**config.mk**
```make
export PLATFORM = sky130hd
export DESIGN_NAME = switch_rank_sel
export DESIGN_NICKNAME = d
export VERILOG_FILES = /design/src/rtl/srs_pkg.sv /design/src/rtl/srs_sync.sv /design/src/rtl/srs_popcnt.sv /design/src/rtl/srs_core.sv /design/src/rtl/switch_rank_sel.sv
export SDC_FILE = /design/constraint.sdc
export NUM_CORES = 1
export LEC_CHECK = 0
export BUFFER_PORTS_ARGS = -buffer_cell sky130_fd_sc_hd__buf_2
export CORE_AREA = 2 2 64 66
export DETAILED_ROUTE_END_ITERATION = 12
export DIE_AREA = 0 0 66 68
export HOLD_SLACK_MARGIN = 0.05
export PLACE_DENSITY_LB_ADDON = 0.08
export SKIP_LAST_GASP = 1
export SYNTH_ARGS = -nofsm -noshare
export SYNTH_HDL_FRONTEND = slang
export SYNTH_HIERARCHICAL = 1
export SYNTH_SLANG_ARGS = --single-unit
export TNS_END_PERCENT = 20
```
**constraint.sdc**
```tcl
create_clock -name clk -period 11.4 [get_ports clk]
set_input_delay 1.14 -clock clk [delete_from_list [all_inputs] [get_ports clk]]
set_output_delay 1.14 -clock clk [all_outputs]
set_load 0.1 [all_outputs]
```
**src/rtl/srs_pkg.sv**
```systemverilog
package srs_pkg;
  typedef enum logic {SEL_FIRST = 1'b0, SEL_LAST = 1'b1} sel_mode_e;
endpackage

```
**src/rtl/srs_sync.sv**
```systemverilog
module srs_sync #(
  parameter int W = 8
) (
  input  logic         clk,
  input  logic         rst,
  input  logic [W-1:0] d_i,
  output logic [W-1:0] q_o
);
  logic [W-1:0] meta_q;
  logic [W-1:0] stab_q;

  for (genvar g = 0; g < W; g++) begin : g_bit
    always_ff @(posedge clk) begin
      if (rst) begin
        meta_q[g] <= 1'b0;
        stab_q[g] <= 1'b0;
      end else begin
        meta_q[g] <= d_i[g];
        stab_q[g] <= meta_q[g];
      end
    end
  end

  assign q_o = stab_q;
endmodule

```
**src/rtl/srs_popcnt.sv**
```systemverilog
module srs_popcnt #(
  parameter int W  = 8,
  parameter int CW = $clog2(W + 1)
) (
  input  logic [W-1:0]  bits_i,
  output logic [CW-1:0] cnt_o
);
  always_comb begin
    cnt_o = '0;
    for (int i = 0; i < W; i++) cnt_o = cnt_o + CW'(bits_i[i]);
  end
endmodule

```
**src/rtl/srs_core.sv**
```systemverilog
module srs_core
  import srs_pkg::*;
#(
  parameter int N  = 8,
  parameter int CW = $clog2(N + 1)
) (
  input  logic          clk,
  input  logic          rst,
  input  logic          start_i,
  input  logic          sel_last,
  input  logic [CW-1:0] k_i,
  input  logic [N-1:0]  samp_i,
  input  logic [CW-1:0] cnt_i,
  output logic [N-1:0]  flag_nxt_o,
  output logic [N-1:0]  mask_o,
  output logic          valid_o,
  output logic          tie_o
);
  localparam logic [CW-1:0] NCNT = CW'(N);

  logic [N-1:0]  base_q;
  logic [N-1:0]  flag_q;
  logic [CW-1:0] thr_q;
  sel_mode_e     mode_q;
  logic          armed_q;

  logic [CW-1:0] k_eff;
  logic          hit;
  logic          over;
  logic [N-1:0]  pick;

  assign k_eff      = (k_i > NCNT) ? NCNT : k_i;
  assign flag_nxt_o = flag_q | (samp_i ^ base_q);
  assign hit        = (cnt_i >= thr_q);
  assign over       = (cnt_i > thr_q);

  always_comb begin
    if (mode_q == SEL_FIRST) pick = flag_nxt_o;
    else if (over)           pick = ~flag_q;
    else                     pick = ~flag_nxt_o;
  end

  always_ff @(posedge clk) begin
    if (rst) begin
      base_q  <= '0;
      flag_q  <= '0;
      thr_q   <= '0;
      mode_q  <= SEL_FIRST;
      armed_q <= 1'b0;
      mask_o  <= '0;
      valid_o <= 1'b0;
      tie_o   <= 1'b0;
    end else if (start_i) begin
      base_q <= samp_i;
      flag_q <= '0;
      mode_q <= sel_mode_e'(sel_last);
      thr_q  <= sel_last ? (NCNT - k_eff) : k_eff;
      tie_o  <= 1'b0;
      if (k_eff == '0) begin
        armed_q <= 1'b0;
        valid_o <= 1'b1;
        mask_o  <= '0;
      end else if (sel_last && (k_eff == NCNT)) begin
        armed_q <= 1'b0;
        valid_o <= 1'b1;
        mask_o  <= '1;
      end else begin
        armed_q <= 1'b1;
        valid_o <= 1'b0;
        mask_o  <= '0;
      end
    end else if (armed_q) begin
      flag_q <= flag_nxt_o;
      if (hit) begin
        armed_q <= 1'b0;
        valid_o <= 1'b1;
        mask_o  <= pick;
        tie_o   <= over;
      end
    end
  end
endmodule

```
**src/rtl/switch_rank_sel.sv**
```systemverilog
module switch_rank_sel #(
  parameter int N  = 8,
  parameter int CW = $clog2(N + 1)
) (
  input  logic          clk,
  input  logic          rst,
  input  logic          start_i,
  input  logic          sel_last,
  input  logic [CW-1:0] k_i,
  input  logic [N-1:0]  neur_i,
  output logic [N-1:0]  sel_mask,
  output logic          sel_valid,
  output logic          sel_tie
);
  logic [N-1:0]  samp;
  logic [N-1:0]  flag_nxt;
  logic [CW-1:0] cnt;

  srs_sync #(.W(N)) u_sync (
    .clk (clk),
    .rst (rst),
    .d_i (neur_i),
    .q_o (samp)
  );

  srs_popcnt #(.W(N), .CW(CW)) u_cnt (
    .bits_i (flag_nxt),
    .cnt_o  (cnt)
  );

  srs_core #(.N(N), .CW(CW)) u_core (
    .clk        (clk),
    .rst        (rst),
    .start_i    (start_i),
    .sel_last   (sel_last),
    .k_i        (k_i),
    .samp_i     (samp),
    .cnt_i      (cnt),
    .flag_nxt_o (flag_nxt),
    .mask_o     (sel_mask),
    .valid_o    (sel_valid),
    .tie_o      (sel_tie)
  );
endmodule

```
# --- Word-level counts from Yosys, hierarchy flattened ---
# Index checks and enable logic that the tools add are counted.
totals:
  ff_bits: 48
  input_bits: 16
  out_inout_bits: 10
  word_cells: 66
classes:
  n_addsub: 8
  magnitude_cmp: 3
  n_eq_ne: 1
  n_mux: 19
  bitwise: 4
  n_reduce_logical: 7
op_table:
  columns: ["op", "n"]
  rows:
  - ["2-to-1 mux 8 bit", 7]
  - ["adder 4 x 1 -> 4 bit", 6]
  - ["NOT 8 bit", 2]
  - ["2-to-1 mux 1 bit", 10]
  - ["2-to-1 mux 4 bit", 2]
  - ["OR 8 bit", 1]
  - ["XOR 8 bit", 1]
  - ["equality test 4 bit (second input constant)", 1]
  - ["greater-or-equal comparator 4 bit", 1]
  - ["> comparator 4 bit", 1]
  - ["> comparator 4 bit (second input constant)", 1]
  - ["logical NOT 4 bit", 1]
  - ["AND reduction 2 bit", 2]
  - ["nonzero test 2 bit", 2]
  - ["subtractor 4 bit (first input constant)", 1]
  - ["adder 1 x 1 -> 2 bit", 1]
  - ["OR reduction 2 bit", 1]
  - ["logical AND 1 bit", 1]

# --- Longest topological paths before layout ---
depth:
  ltp_word: 15
  ltp_mapped: 19
  ltp_nobuf: 18

# --- Hierarchy ---
# The synthesis kept the hierarchy.
by_module_without_submodules:
  columns: ["module", "instances", "cells_each", "area_each_um2", "seq_area_each_um2"]
  rows:
  - ["srs_core", 1, 181, 1617.8, 640.6]
  - ["srs_sync", 1, 33, 464.2, 320.3]
  - ["srs_popcnt", 1, 24, 190.2, 0.0]

# --- Worst setup path before layout ---
# OpenSTA, ideal clock, no wires.
synth_path:
  path_type: "register -> register"
  start: "reg u_core.base_q[1]"
  end: "reg u_core.mask_o[1]"
  setup_time_ns: 0.080
  t_arrival_ns: 4.207
  t_required_ns: 11.320
  setup_slack_ns: 7.112
  path_stages_with_launch: 20
  path_buffers: 1
  synth_period_minus_slack_ns: 4.288
  cell_sequence: "dfxtp_1 xor2_1 nor2_1 inv_1 inv_1 fa_1 fa_1 fa_1 inv_1 ha_1 inv_1 fa_1 inv_1 ha_1 and4_4 a2111oi_2 a21oi_2 and2_4 buf_6 a211oi_2"
synth_between:
  elab_chain_len: 15
  elab_cells_between_ends: 19
  classes_between: "add/sub: 7; order compare: 2; mux: 5; bitwise: 3; reduce/logical: 2"
synth_lines:
  columns: ["element", "line", "rtl"]
  rows:
  - ["start: declaration", "srs_core.sv:21", "logic [N-1:0] base_q;"]
  - ["start signal: assignment", "srs_core.sv:54", "base_q <= samp_i;"]
  - ["XOR 8 bit *", "srs_core.sv:33", "assign flag_nxt_o = flag_q | (samp_i ^ base_q);"]
  - ["OR 8 bit *", "srs_core.sv:33", null]
  - ["net flag_nxt[1]", "switch_rank_sel.sv:16", "logic [N-1:0] flag_nxt;"]
  - ["adder 1 x 1 -> 2 bit *", "srs_popcnt.sv:10", "for (int i = 0; i < W; i++) cnt_o = cnt_o + CW'(bits_i[i]);"]
  - ["adder 4 x 1 -> 4 bit * (6 in a row)", "srs_popcnt.sv:10", null]
  - ["net cnt[1]", "switch_rank_sel.sv:17", "logic [CW-1:0] cnt;"]
  - ["> comparator 4 bit", "srs_core.sv:35", "assign over = (cnt_i > thr_q);"]
  - ["2-to-1 mux 8 bit", "srs_core.sv:39", "else if (over) pick = ~flag_q;"]
  - ["2-to-1 mux 8 bit", "srs_core.sv:38", "if (mode_q == SEL_FIRST) pick = flag_nxt_o;"]
  - ["2-to-1 mux 8 bit", "srs_core.sv:74", "if (hit) begin"]
  - ["2-to-1 mux 8 bit", "srs_core.sv:72", "end else if (armed_q) begin"]
  - ["2-to-1 mux 8 bit", "srs_core.sv:53", "end else if (start_i) begin"]
  - ["end signal: assignment", "srs_core.sv:77", "mask_o <= pick;"]
  - ["end: declaration", "srs_core.sv:15", "output logic [N-1:0] mask_o,"]
# Mark *: on every way through the listed nets, which the timed path passes. The rest lies on a longest branch. The select of a mux whose other input is x is not followed.
# A chain may end at the register's enable or synchronous reset.

# --- Worst setup path in the final report ---
layout_path:
  start: "reg u_sync.stab_q[1], in the netlist u_sync/q_o[1]"
  end: "reg u_core.mask_o[0]"
layout_between:
  elab_chain_len: 15
  elab_cells_between_ends: 18
  classes_between: "add/sub: 7; order compare: 2; mux: 5; bitwise: 2; reduce/logical: 2"
layout_lines:
  columns: ["element", "line", "rtl"]
  rows:
  - ["start: declaration", "srs_sync.sv:10", "logic [W-1:0] stab_q;"]
  - ["start signal: indexed assignment", "srs_sync.sv:19", "stab_q[g] <= meta_q[g];"]
  - ["XOR 8 bit *", "srs_core.sv:33", null]
  - ["OR 8 bit *", "srs_core.sv:33", null]
  - ["net flag_nxt[1]", "switch_rank_sel.sv:16", null]
  - ["adder 1 x 1 -> 2 bit *", "srs_popcnt.sv:10", null]
  - ["adder 4 x 1 -> 4 bit * (6 in a row)", "srs_popcnt.sv:10", null]
  - ["net cnt[2]", "switch_rank_sel.sv:17", null]
  - ["> comparator 4 bit", "srs_core.sv:35", null]
  - ["2-to-1 mux 8 bit", "srs_core.sv:39", null]
  - ["2-to-1 mux 8 bit", "srs_core.sv:38", null]
  - ["2-to-1 mux 8 bit", "srs_core.sv:74", null]
  - ["2-to-1 mux 8 bit", "srs_core.sv:72", null]
  - ["2-to-1 mux 8 bit", "srs_core.sv:53", null]
# Marked as above.

==> impl_metrics.env <==
export IMPL_grt_pass1_vias=1470
export IMPL_ys_seq_area_frac=0.4229
export IMPL_die_area_mm2=0.004488
export IMPL_crit_type="reg2reg"
export IMPL_gr_total_overflow=0
export IMPL_fin_worst_skew_ps=2.306
export IMPL_max_freq_mhz=216.1
export IMPL_dp_slack_ps=6778
export IMPL_final_cell_area_mm2=0.002500
export IMPL_clock_sinks=48
export IMPL_rows=23
export IMPL_syn_inst=238
export IMPL_irDropWorstVdd_uv=104.2
export IMPL_tightest_slew_ps=767.5
export IMPL_layout_drive_gt1_share=0.2290
export IMPL_hp_class="reg2reg"
export IMPL_clkTransAtPathRegs_ps=90
export IMPL_p_leak_uw=0.001185
export IMPL_final_nets=289
export IMPL_grt_max_degree=41
export IMPL_postCtsSetupBuffers=0
export IMPL_dpl_instance_area_mm2=0.002409
export IMPL_relSlewSlack=0.4883
export IMPL_vias=1570
export IMPL_cp_end_kind="flop"
export IMPL_nFillCells=356
export IMPL_cts_root_buf="clkbuf_8"
export IMPL_grt_usage=0.1981
export IMPL_path_max_fanout=10
export IMPL_hold_viol=0
export IMPL_synth_distinct_cells=38
export IMPL_drc=0
export IMPL_grt_pass1_wl_mm=6.624
export IMPL_io_buffers=25
export IMPL_startpoint_type="flop"
export IMPL_cts_max_level=2
export IMPL_period_share=0.4059
export IMPL_tritoncts="built"
export IMPL_maxSlewViolCount=0
export IMPL_syn_to_final_growth_pct=10.02
export IMPL_wl_per_cell_um=12.34
export IMPL_ys_flop_type="dfxtp_1"
export IMPL_powerDensity_mw_per_mm2=168.3
export IMPL_antenna_left=0
export IMPL_min_period_ps=4627
export IMPL_drt_pass1_iter_count=4
export IMPL_clock_latency_ps=300
export IMPL_async_flop_share=0
export IMPL_multi_input_area_mm2=0.001159
export IMPL_die_w_um=66
export IMPL_synth_edf_count=0
export IMPL_fin_ws_ps=6773
export IMPL_cts_buffers=5
export IMPL_drt_iter0_drc=110
export IMPL_final_cell_mix="dfxtp_1, nor2_1, inv_1"
export IMPL_post_route_util=0.6483
export IMPL_setup_violations_final=0
export IMPL_ctsResizeCount=0
export IMPL_antenna_found_initial=0
export IMPL_die_h_um=68
export IMPL_insertedDiodeCount=0
export IMPL_dp_hpwl_mm=2.788
export IMPL_fin_tns_setup_ps=0
export IMPL_cap_violations=0
export IMPL_start_util=0.5892
export IMPL_num_io_pins=26
export IMPL_status="finished, final reports clean"
export IMPL_vias_per_cell=5.032
export IMPL_rsz0062_at_grt="no"
export IMPL_ys_warn_count=6
export IMPL_routabilityCongestion=0.8126
export IMPL_arrival_ps=4780
export IMPL_wirelength_mm=3.849
export IMPL_layout_commonest_cell="dfxtp_1"
export IMPL_required_ps=11560
export IMPL_syn_cell_area_mm2=0.002272
export IMPL_hold_buffers=0
export IMPL_regArea_um2=960.9
export IMPL_synth_nets=266
export IMPL_avgSynthCellArea_um2=9.547
export IMPL_core_region_area_mm2=0.003856
export IMPL_ys_ff_latch=48
export IMPL_clk_path_buf_depth=2
-- power breakdown --
group	leakage (µW)	switching, µW	internal (µW)
sequential	0.000394	6.47	179
combinational	0.000742	94.9	39.8
clock	0.0000485	56.4	43.9
-- path summary, 6_finish.rpt --
kind                    start          endpoint  slack, ps  cells past startpoint
max             u_sync/q_o[1]  u_core/mask_o[0]       6770                     18
min          u_sync/meta_q[2]     u_sync/q_o[2]        450                      1
max reg2reg     u_sync/q_o[1]  u_core/mask_o[0]       6770                     18
min reg2reg  u_sync/meta_q[2]     u_sync/q_o[2]        450                      1
-- synth_stat cells, types with 2 or more instances --
cell,count,area share
o21a_1,8,0.026
nand2_1,4,0.0066
inv_1,27,0.045
nor2b_1,5,0.014
a211oi_2,8,0.044
xnor2_1,2,0.0077
nand2b_1,6,0.017
buf_2,2,0.0044
fa_1,4,0.035
dfxtp_1,48,0.42
buf_1,2,0.0033
mux2i_1,16,0.070
a211oi_1,2,0.0066
a21oi_1,6,0.013
nor3_1,8,0.018
nor2b_2,7,0.027
ha_1,8,0.044
and2b_2,6,0.023
nor2_1,40,0.066
buf_6,2,0.0099
clkbuf_1,3,0.0050
xor2_1,8,0.031
-- metal layers --
metal	global-route usage	vias up	wire length [µm]	part of all wire
li1	-	825	-	-
met1	0.2611	717	1922	0.50
met2	0.3194	22	1751	0.45
met3	0.04934	6	116	0.030
met4	0.06888	0	58	0.015
met5	0	-	0	0
-- flip-flops by register name, summed over array words and instances, names as in the netlist --
name,cells
u_core/tie_o,1
u_core/valid_o,1
u_core/thr_q,4
u_core/armed_q,1
u_core/base_q,8
u_core/flag_q,8
u_core/mode_q,1
u_core/mask_o,8
u_sync/meta_q,8
u_sync/q_o,8
-- per-stage QoR --
step / hold slack (ps) / std cells / total power, µW
2_1_floorplan: 413.8 / 238 / 303.5
3_3_place_gp: 420.6 / 304 / 324.0
3_5_place_dp: 421.1 / 304 / 324.9
4_1_cts: 449.0 / 312 / 425.7
5_1_grt: 460.4 / 312 / 446.7
6_report: 447.0 / 312 / 420.6
-- logic make-up after synthesis --
family,Yosys count,synth area share
buffers and inverters,36,0.06718
multiplexers,16,0.07048
flip-flops,48,0.4229
XOR/XNOR,10,0.03855
AO/OA/AOI/OAI,31,0.1206
AND/OR/NAND/NOR,85,0.2010
adder cells (fa/ha/maj),12,0.07930
-- final cells by class --
cell class | count | share of cell area
Multi-Input combinational cell | 154 | 0.4635
Sequential cell | 48 | 0.3844
Timing Repair Buffer | 25 | 0.05005
Inverter | 27 | 0.04054
Clock buffer | 5 | 0.02753
Tap cell | 50 | 0.02503
Clock inverter | 3 | 0.009009
-- critical path, cell delays in order, from the launching register on --
cell and delay [ps]:
dfxtp_1 340, xor2_1 150, nor2_1 200, inv_1 60
inv_1 70, fa_1 430, fa_1 510, fa_1 400
inv_1 60, ha_1 150, inv_1 50, fa_1 370
xnor2_1 150, ha_1 320, and4_4 250, a2111oi_2 60
a21oi_2 470, and2_4 340, a211oi_2 90
(Power assumes the default switching activity.)
